--- config.mk ---
export PLATFORM = sky130hd
export DESIGN_NAME = dsp_sat_alu
export DESIGN_NICKNAME = d
export VERILOG_FILES = /design/src/rtl/dsp_alu_pkg.sv /design/src/rtl/dsp_alu_adder.sv /design/src/rtl/dsp_alu_avg.sv /design/src/rtl/dsp_alu_sat.sv /design/src/rtl/dsp_alu_sticky.sv /design/src/rtl/dsp_sat_alu.sv
export SDC_FILE = /design/constraint.sdc
export NUM_CORES = 1
export LEC_CHECK = 0
export BUFFER_PORTS_ARGS = -buffer_cell sky130_fd_sc_hd__buf_2
export CELL_PAD_IN_SITES_DETAIL_PLACEMENT = 1
export CELL_PAD_IN_SITES_GLOBAL_PLACEMENT = 2
export CORE_MARGIN = 2
export CORE_UTILIZATION = 35
export DETAILED_ROUTE_END_ITERATION = 16
export PLACE_DENSITY = 0.95
export SYNTH_ARGS = -nofsm -noshare
export SYNTH_HDL_FRONTEND = slang
export SYNTH_HIERARCHICAL = 1
export SYNTH_SLANG_ARGS = --single-unit
--- constraint.sdc ---
create_clock -name clk -period 8.6 [get_ports clk]
set_input_delay 0.86 -clock clk [delete_from_list [all_inputs] [get_ports clk]]
set_output_delay 0.86 -clock clk [all_outputs]
set_load 0.02 [all_outputs]
--- src/rtl/dsp_alu_pkg.sv ---
package dsp_alu_pkg;
   typedef enum logic [1:0] {
      OP_ADD = 2'b00,
      OP_SUB = 2'b01,
      OP_AVG = 2'b10,
      OP_CMP = 2'b11
   } alu_op_e;

   localparam int FLAG_W  = 5;
   localparam int F_ZERO  = 0;
   localparam int F_NEG   = 1;
   localparam int F_CARRY = 2;
   localparam int F_OVF   = 3;
   localparam int F_INV   = 4;
endpackage

--- src/rtl/dsp_alu_adder.sv ---
module dsp_alu_adder #(
   parameter int W = 32
) (
   input  logic [W-1:0] a,
   input  logic [W-1:0] b,
   input  logic         sub,
   output logic [W-1:0] sum,
   output logic         carry,
   output logic         ovf
);
   logic [W-1:0] b_eff;
   logic [W:0]   wide;

   always_comb begin
      b_eff = sub ? ~b : b;
      wide  = {1'b0, a} + {1'b0, b_eff} + {{W{1'b0}}, sub};
      sum   = wide[W-1:0];
      carry = wide[W];
      ovf   = (a[W-1] == b_eff[W-1]) && (sum[W-1] != a[W-1]);
   end
endmodule

--- src/rtl/dsp_alu_avg.sv ---
module dsp_alu_avg #(
   parameter int W = 32
) (
   input  logic [W-1:0] a,
   input  logic [W-1:0] b,
   output logic [W-1:0] avg
);
   logic [W:0] wide;

   always_comb begin
      wide = {a[W-1], a} + {b[W-1], b};
      avg  = wide[W:1];
   end
endmodule

--- src/rtl/dsp_alu_sat.sv ---
module dsp_alu_sat #(
   parameter int W           = 32,
   parameter bit SAT_SUPPORT = 1'b1
) (
   input  logic [W-1:0] raw,
   input  logic         ovf,
   input  logic         a_sign,
   input  logic         en,
   output logic [W-1:0] res
);
   localparam logic [W-1:0] MAX_V = {1'b0, {(W-1){1'b1}}};
   localparam logic [W-1:0] MIN_V = {1'b1, {(W-1){1'b0}}};

   generate
      if (SAT_SUPPORT) begin : g_clamp
         always_comb begin
            if (en && ovf) res = a_sign ? MIN_V : MAX_V;
            else           res = raw;
         end
      end else begin : g_wrap
         logic unused_sat;
         assign unused_sat = ovf ^ a_sign ^ en;
         assign res = raw;
      end
   endgenerate
endmodule

--- src/rtl/dsp_alu_sticky.sv ---
module dsp_alu_sticky #(
   parameter int                FW   = 5,
   parameter logic [FW-1:0]     MASK = '1
) (
   input  logic          clk,
   input  logic          rst_n,
   input  logic          upd,
   input  logic          clr,
   input  logic [FW-1:0] flags,
   output logic [FW-1:0] sticky
);
   logic [FW-1:0] base;
   logic [FW-1:0] set_vec;

   always_comb begin
      base    = clr ? '0 : sticky;
      set_vec = upd ? (flags & MASK) : '0;
   end

   always_ff @(posedge clk) begin
      if (!rst_n) sticky <= '0;
      else        sticky <= base | set_vec;
   end
endmodule

--- src/rtl/dsp_sat_alu.sv ---
module dsp_sat_alu
   import dsp_alu_pkg::*;
#(
   parameter int                 W           = 32,
   parameter bit                 SAT_SUPPORT = 1'b1,
   parameter logic [FLAG_W-1:0]  STICKY_MASK = 5'b11000
) (
   input  logic              clk,
   input  logic              rst_n,
   input  logic              valid_i,
   input  logic [1:0]        op_i,
   input  logic              sat_en_i,
   input  logic [W-1:0]      a_i,
   input  logic [W-1:0]      b_i,
   input  logic              sticky_clr_i,
   output logic [W-1:0]      result_o,
   output logic [FLAG_W-1:0] status_o,
   output logic [FLAG_W-1:0] sticky_o
);
   generate
      if (W < 4) begin : g_bad_width
         $error("dsp_sat_alu: W must be at least 4");
      end
   endgenerate

   alu_op_e          op;
   logic [W-1:0]     sum;
   logic             carry;
   logic             ovf_raw;
   logic [W-1:0]     avg;
   logic [W-1:0]     clamped;
   logic [W-1:0]     next_res;
   logic [FLAG_W-1:0] next_flags;

   assign op = alu_op_e'(op_i);

   dsp_alu_adder #(.W(W)) u_adder (
      .a(a_i), .b(b_i), .sub(op_i[0]),
      .sum(sum), .carry(carry), .ovf(ovf_raw)
   );

   dsp_alu_avg #(.W(W)) u_avg (
      .a(a_i), .b(b_i), .avg(avg)
   );

   dsp_alu_sat #(.W(W), .SAT_SUPPORT(SAT_SUPPORT)) u_sat (
      .raw(sum), .ovf(ovf_raw), .a_sign(a_i[W-1]),
      .en(sat_en_i && !op_i[1]), .res(clamped)
   );

   always_comb begin
      case (op)
         OP_ADD, OP_SUB: next_res = clamped;
         OP_AVG:         next_res = avg;
         default:        next_res = sum;
      endcase
      next_flags          = '0;
      next_flags[F_ZERO]  = (next_res == '0);
      next_flags[F_NEG]   = next_res[W-1];
      next_flags[F_CARRY] = carry;
      next_flags[F_OVF]   = ovf_raw && (op != OP_AVG);
      next_flags[F_INV]   = 1'b0;
   end

   always_ff @(posedge clk) begin
      if (!rst_n) begin
         result_o <= '0;
         status_o <= '0;
      end else if (valid_i) begin
         status_o <= next_flags;
         if (op != OP_CMP) result_o <= next_res;
      end
   end

   dsp_alu_sticky #(.FW(FLAG_W), .MASK(STICKY_MASK)) u_sticky (
      .clk(clk), .rst_n(rst_n), .upd(valid_i), .clr(sticky_clr_i),
      .flags(next_flags), .sticky(sticky_o)
   );
endmodule

==> results of run 1 <==
where the power goes:
group          switching [W]  internal [W]  total [W]
sequential         0.0000103      0.000195   0.000205
clock              0.0000657      0.000115   0.000180
combinational       0.000388      0.000261   0.000649
per-stage QoR:
step	util, %	hold WS (ns)	total power, W	worst slack [ns]
floorplan	-	0.5395	0.0006851	3.900
detailed placement	39.08	0.4607	0.0008557	2.519
CTS	39.93	0.4680	0.001041	2.800
global route	39.93	0.4914	0.001120	2.453
finish	39.93	0.4667	0.001035	2.785
global placement	39.08	0.4505	0.0008439	2.733
routing by layer:
metal	vias up	part of all wire, %	wire length, um	track usage (%)
met1	2924	46	8930	26.43
met3	19	2.6	513	1.704
met5	-	0	0	0
met4	0	1.4	265	3.666
met2	88	50	9778	37.87
li1	3159	-	-	-
final cells by class:
| cell class | count | area [um2] |
|---|---|---|
| inverter | 20 | 75.07 |
| multi-input combinational | 738 | 5091 |
| tap | 225 | 281.5 |
| fill | 2236 | 10390 |
| timing repair buffer | 109 | 550.5 |
| sequential | 38 | 760.7 |
| clock buffer | 7 | 142.6 |
| clock inverter | 1 | 5.005 |
how the worst min path moves through the flow:
| stage | to | cells past startpoint |
|---|---|---|
| 5_1_grt | result_o[16] | 2 |
| 4_1_cts | result_o[16] | 2 |
| 2_1_floorplan | result_o[19] | 2 |
| 6_report | result_o[16] | 2 |
| 3_3_place_gp | result_o[14] | 2 |
| 3_5_place_dp | result_o[16] | 2 |
state kept, by name, indices dropped and copies added, names as in the netlist:
signal,count
result_o,32
status_o,4
u_sticky/sticky,2
layout by cell type, fill, tap and decap left out, types with 19 or more instances in the layout:
master	n
inv_1	20
xnor2_1	37
xor2_1	47
o21ai_0	26
nor2_1	65
nand3_1	19
dfxtp_1	38
ha_1	62
buf_2	107
mux2i_1	35
a21boi_0	32
nand2_1	108
a21o_1	54
a21oi_1	88
tightest hold or removal path, stage by stage (launching register included):
cell and delay [ns]:
dfxtp_1 0.30, nand2_1 0.05, a21boi_0 0.07
==> metrics, run 1 <==
outcome=finished clean; Worst-Margin Slew=1.128 ns; Placed Cells=1130; CP delay by family, top=simple AND/OR/NAND/NOR gates; Rows=48; Max Clk Rate=0.1720 GHz; leakage=3.332 nW; CP startpoint kind=input port; Die X=137.1 um; reg2reg start=result_o[8]; RSZ-0062 raised after global routing=no; setup_tns=0 ns; CP Capture Type=register; largest net degree at the start of global routing=69; CP endpoint=status_o[0]; Final Skew=0 ns; worst-skew pair later-pin latency=0.28 ns; CTS tree=done; HP Class=register to register; CP max FO=34; crit-path cells=buf_4, buf_4, xor2_1, ha_1, and3_1, nand2_1, nor2_1, a211oi_1, a21oi_1, o22ai_2, mux2_1, nand2_1, mux2_2, nor2_1, a21oi_1, nor4_1, nand4_1, o31ai_1; Clock Path Buffers=2; Boundary Pins=113; CTS resizes=0; Area Growth Syn to Fin=11.45%; Crit path arrival time=6.00 ns; Setup Buffers After CTS=0; Crit-path slowest cell=nand2_1; drc violations=0; GR Util All Layers=20.64%; post-route minimum period=5.815 ns; FF-to-FF End=result_o[8]; non-filler cells, final=1138; power per cell area=149.8 nW/um2; cell depth of the worst setup path=18; flop-to-flop setup slack=7.87 ns; IO buf count=108; CTS H-tree lvls=2; Post-DP Area=6759 um2; Core Area=17300 um2; dpl hpwl=16210 um; vias per cell=5.439; crit share post-route=67.62%; CTS root buffer=clkbuf_16; Slew Viols, Final=0; Yosys warning count=6; CTS Hold Bufs=0; drt pass-1 iters=4; slew margin rel.=24.83%; Final Routed Wirelength=19490 um; initial antenna violation count=0; Starting Density=35.83%; Worst R2R Path Depth=2; Critical path buffers and inverters=2; Final ANT Viol Nets=0; Hold Startpoint=result_o[16]; routed via count=6190; global route overflow=0; Post-Synthesis Cells=839; first-pass GRT wire length=31400 um; drt wl/cell=17.12 um; Required @ worst endpoint=8.78 ns; Antenna diodes=0; CTS clk-pin slew, worst paths=0.05 ns; final setup vio count=0; clock tree sinks=38; nets=1047; final hold vios=0; CP max stage delay=0.76 ns; critical path class=input port to register; vias in the first global route=6265; CTS Buf Count=5; final instance area=6907 um2; First DRT Iteration DRCs=319; share of cells above drive strength 1=15.88%; peak supply drop=0.08232 mV; synthesized cell area=6197 um2; RD Place Congestion=0.8734; Setup crit start=op_i[0]; Syn Area/Cell=7.386 um2; max_cap viols=0; die area=18790 um2; Die Y=137.1 um
Power figures use the tool's default switching activity.
==> run 2, diff against run 1 <==
--- a/config.mk
+++ b/config.mk
@@ -5,13 +5,14 @@
 export SDC_FILE = /design/constraint.sdc
 export NUM_CORES = 1
 export LEC_CHECK = 0
+export ABC_AREA = 1
 export BUFFER_PORTS_ARGS = -buffer_cell sky130_fd_sc_hd__buf_2
 export CELL_PAD_IN_SITES_DETAIL_PLACEMENT = 1
 export CELL_PAD_IN_SITES_GLOBAL_PLACEMENT = 2
 export CORE_MARGIN = 2
-export CORE_UTILIZATION = 35
+export CORE_UTILIZATION = 30
 export DETAILED_ROUTE_END_ITERATION = 16
-export PLACE_DENSITY = 0.95
+export PLACE_DENSITY = 0.92
 export SYNTH_ARGS = -nofsm -noshare
 export SYNTH_HDL_FRONTEND = slang
 export SYNTH_HIERARCHICAL = 1
==> constraint.sdc (replaced) <==
create_clock -name clk -period 6.1 [get_ports clk]
set_input_delay 0.61 -clock clk [delete_from_list [all_inputs] [get_ports clk]]
set_output_delay 0.61 -clock clk [all_outputs]
set_load 0.02 [all_outputs]
==> metrics, run 2 <==
Post-Synthesis Cells=1393; vias in the first global route=8623; first-pass GRT wire length=44330 um; IO buf count=108; critical path class=input port to register; nets=1612; Worst-Margin Slew=1.146 ns; crit share post-route=76.00%; Final Routed Wirelength=27700 um; Rows=57; Flop pwr share=17.7%; Slew Viols, Final=0; Yosys warning count=6; Starting Density=30.63%; Critical path buffers and inverters=1; slew margin rel.=23.42%; CP Capture Type=register; Final Skew=0 ns; Crit-path slowest cell=buf_2; FF-to-FF End=result_o[12]; CTS Hold Bufs=0; most common cell after layout, fill and taps aside=nand2_1; RD Place Congestion=0.9346; CP max FO=32; setup_tns=0 ns; Worst R2R Path Depth=2; Core Util, Final=34.23%; logic gate share of total power=64.9%; CTS Buf Count=5; die area=26180 um2; Hold Crit Depth=2; CTS clk-pin slew, worst paths=0.05 ns; Syn Area/Cell=5.363 um2; Regs by FF count=result_o (32), status_o (4), u_sticky/sticky (2); Clock Power Share=17.4%; share of cells above drive strength 1=13.06%; Area Growth Syn to Fin=11.76%; CTS H-tree lvls=2; Pwr Total=0.001603 W; Top reg by flops=result_o; CTS resizes=0; peak supply drop=0.1559 mV; max reg flops=32; CTS tree=done; Post-DP Area=8183 um2; global route overflow=0; Die X=161.8 um; post-route minimum period=4.636 ns; Final ANT Viol Nets=0; leakage=5.026 nW; HP Class=register to register; final setup vio count=0; final instance area=8349 um2; max_cap viols=0; worst-skew pair later-pin latency=0.28 ns; reg2reg start=result_o[12]; Die Y=161.8 um; RSZ-0062 raised after global routing=no; Hold Slack=0.4551 ns; synthesized cell area=7471 um2; Core Area=24390 um2; Setup Buffers After CTS=0; routed via count=8547; CP delay by family, top=simple AND/OR/NAND/NOR gates; First DRT Iteration DRCs=528; Switching Power=0.0008096 W; clock tree sinks=38; CP most frequent cell=nand2_1; GR Util All Layers=21.01%; Hold EP=u_sticky/sticky[3]; internal power=0.0007938 W; drc violations=0; Antenna diodes=0; final hold vios=0; Sw Share=50.49%; CP startpoint kind=input port; largest net degree at the start of global routing=65; CP max stage delay=0.65 ns; most frequent cells in the layout=nand2_1, inv_1, nor2_1, buf_2, a21oi_1; vias per cell=4.743; Clock Path Buffers=2; outcome=finished clean; Required @ worst endpoint=6.31 ns; flop-to-flop setup slack=5.35 ns; dpl hpwl=24150 um; power per cell area=192.0 nW/um2; Boundary Pins=113; Max Clk Rate=0.2157 GHz; drt pass-1 iters=5; drt wl/cell=15.37 um; CTS root buffer=clkbuf_16; Hold Startpoint=u_sticky/sticky[3]; Crit path arrival time=4.85 ns; initial antenna violation count=0
==> run 2: how the worst max path moves through the flow <==
stage / from / end / cells after the start
6_report: op_i[0] / status_o[0] / 26
5_1_grt: op_i[0] / status_o[0] / 24
4_1_cts: op_i[0] / status_o[0] / 26
3_5_place_dp: op_i[0] / status_o[0] / 26
3_3_place_gp: op_i[0] / status_o[0] / 26
2_1_floorplan: op_i[0] / status_o[0] / 28
==> run 2: power groups by stage <==
stage	clock network, W	registers [W]	logic, W
2_1_floorplan	0	0.000318	0.000706
5_1_grt	0.000292	0.000287	0.00117
3_5_place_dp	0	0.000289	0.00104
6_report	0.000279	0.000284	0.00104
4_1_cts	0.000283	0.000285	0.00104
3_3_place_gp	0	0.000289	0.00101
==> run 2: area by class of cell <==
type,instances,area [um2]
repair buffers,109,548.0
well taps,324,405.4
fillers,3536,16040
multi-input cells,1104,5642
flip-flops and latches,38,760.7
clock buffers,8,166.4
inverters,219,827.0
==> run 2: through the flow <==
| stage | setup slack [ns] | cells |
|---|---|---|
| finish | 1.464 | 1802 |
| CTS | 1.452 | 1802 |
| global route | 1.046 | 1802 |
| floorplan | 2.603 | 1396 |
| global placement | 1.272 | 1794 |
| detailed placement | 1.184 | 1794 |
==> run 2: routing by layer <==
metal,vias to the layer above,part of all wire (%),global-route usage (%)
met4,0,2.2,5.591
met3,30,2.5,0.5363
met1,3947,50,29.47
li1,4430,-,-
met5,-,0,0
met2,140,46,35.53
==> run 2: worst min-delay path, cell delays in order (launching register included) <==
cell and delay, ns:
dfxtp_1 0.30, nand2_1 0.06, a21oi_1 0.05
==> run 3, diff against run 2 <==
==> constraint.sdc (replaced) <==
create_clock -name clk -period 4.5 [get_ports clk]
set_input_delay 0.45 -clock clk [delete_from_list [all_inputs] [get_ports clk]]
set_output_delay 0.45 -clock clk [all_outputs]
set_load 0.02 [all_outputs]
==> metrics, run 3 (synthesized netlist as in run 2, its figures left out) <==
reg2reg start=result_o[5]; Core Util, Final=34.37%; leakage=5.051 nW; Worst-Margin Slew=1.112 ns; outcome=finished clean; slew margin rel.=25.68%; CTS tree=done; Hold EP=u_sticky/sticky[3]; nets=1615; CTS Hold Bufs=0; Critical path buffers and inverters=2; most frequent cells in the layout=nand2_1, inv_1, nor2_1, buf_2, a21oi_1; final setup vio count=0; crit share post-route=89.12%; max reg flops=32; drt wl/cell=15.56 um; crit-path cells=buf_2, buf_12, xor2_1, ha_1, nand2_1, nor2_1, nand2_1, nor2_1, nand2_2, nand2_2, nor2_1, nor2_1, nand2_4, nand2_1, nand2_1, nand2_1, nand2_1, nor2_1, nand2_1, nor2_1, nand2_1, nor2_1, nand2_1, a21oi_2; final instance area=8383 um2; non-filler cells, final=1805; CTS root buffer=clkbuf_16; Setup Buffers After CTS=0; critical path class=input port to register; CTS clk-pin slew, worst paths=0.05 ns; Worst R2R Path Depth=2; CP startpoint kind=input port; Final Routed Wirelength=28090 um; Crit path arrival time=4.23 ns; worst-skew pair later-pin latency=0.28 ns; Crit-path slowest cell=ha_1; Placed Cells=1797; Final Skew=0 ns; Rows=57; Boundary Pins=113; IO buf count=108; Clock Path Buffers=2; Slew Viols, Final=0; Max Clk Rate=0.2494 GHz; Die X=161.8 um; setup_tns=0 ns; Required @ worst endpoint=4.72 ns; Antenna diodes=0; vias per cell=4.734; initial antenna violation count=0; Core Area=24390 um2; CTS H-tree lvls=2; RD Place Congestion=0.9422; GR Util All Layers=21.32%; fillcell total=3508; final hold vios=0; global route overflow=0; FF-to-FF End=result_o[5]; RSZ-0062 raised after global routing=no; Area Growth Syn to Fin=12.21%; Regs by FF count=result_o (32), status_o (4), u_sticky/sticky (2); vias in the first global route=8763; flop-to-flop setup slack=3.77 ns; drt pass-1 iters=5; first-pass GRT wire length=44880 um; share of cells above drive strength 1=13.17%; Final ANT Viol Nets=0; largest net degree at the start of global routing=65; CP max FO=32; Post-DP Area=8230 um2; CP delay by family, top=simple AND/OR/NAND/NOR gates; CP Capture Type=register; area of the multi-input gates=5647 um2; Die Y=161.8 um; drc violations=0; peak supply drop=0.2129 mV; Top reg by flops=result_o; CTS resizes=0; Pwr Total=0.002154 W; Starting Density=30.63%; power per cell area=256.9 nW/um2; CP max stage delay=0.39 ns; Hold Crit Depth=4; clock tree sinks=38; CP most frequent cell=nand2_1; CTS Buf Count=5; Hold Startpoint=sticky_clr_i; routed via count=8544; most common cell after layout, fill and taps aside=nand2_1; post-route minimum period=4.010 ns; HP Class=input port to register; First DRT Iteration DRCs=367; die area=26180 um2; dpl hpwl=24670 um; Register Area=760.7 um2; max_cap viols=0
==> run 3: changes by cell type in the layout (fill, tap and decap cells not counted) <==
| cell | previous run | this run |
|---|---|---|
| buf_12 | 0 | 2 |
| buf_4 | 1 | 2 |
| clkbuf_1 | 0 | 1 |
| clkbuf_8 | 3 | 1 |
| clkinv_2 | 0 | 1 |
| nand2_2 | 31 | 30 |
| nand2_4 | 2 | 3 |
==> run 3: worst reg2reg max path: stages, from the launching register on <==
cell and delay [ns]:
dfxtp_1 0.32, o21ai_0 0.18, a21oi_1 0.07
==> run 3: how the worst max path moves through the flow <==
stage | startpoint | to | depth (start not counted)
final | op_i[0] | status_o[0] | 24
after global routing | op_i[0] | status_o[0] | 25
after detailed placement | op_i[0] | status_o[0] | 30
after floorplan | op_i[0] | status_o[0] | 28
after global placement | op_i[0] | status_o[0] | 25
after CTS | op_i[0] | status_o[0] | 25
==> run 3: final cells by class <==
class / count / share of cell area (%)
clock buffers: 7 / 1.701
clock inverters: 1 / 0.05970
inverters: 219 / 9.866
multi-input cells: 1104 / 67.36
flip-flops and latches: 38 / 9.075
well taps: 324 / 4.836
repair buffers: 112 / 7.104
==> run 3: through the flow <==
| step | setup slack (ns) | hold WS [ns] |
|---|---|---|
| finish | 0.4897 | 0.4328 |
| global route | 0.08047 | 0.4623 |
| CTS | 0.3454 | 0.4289 |
| detailed placement | 0.06836 | 0.4567 |
| global placement | 0.1871 | 0.4455 |
| floorplan | 1.163 | 0.5320 |
==> run 3: power breakdown <==
group | internal [W] | leakage (nW) | switching, W
clock network | 0.000219 | 0.0739 | 0.000125
logic | 0.000461 | 4.66 | 0.000963
registers | 0.000370 | 0.315 | 0.0000159
==> run 3: layer usage <==
metal	up-vias	share of wire [%]	routed length (um)	GRT usage [%]
li1	4440	-	-	-
met1	3968	50	13920	29.56
met2	118	47	13180	37.16
met3	18	2.3	643	0.4597
met4	0	1.2	337	4.385
met5	-	0	0	0
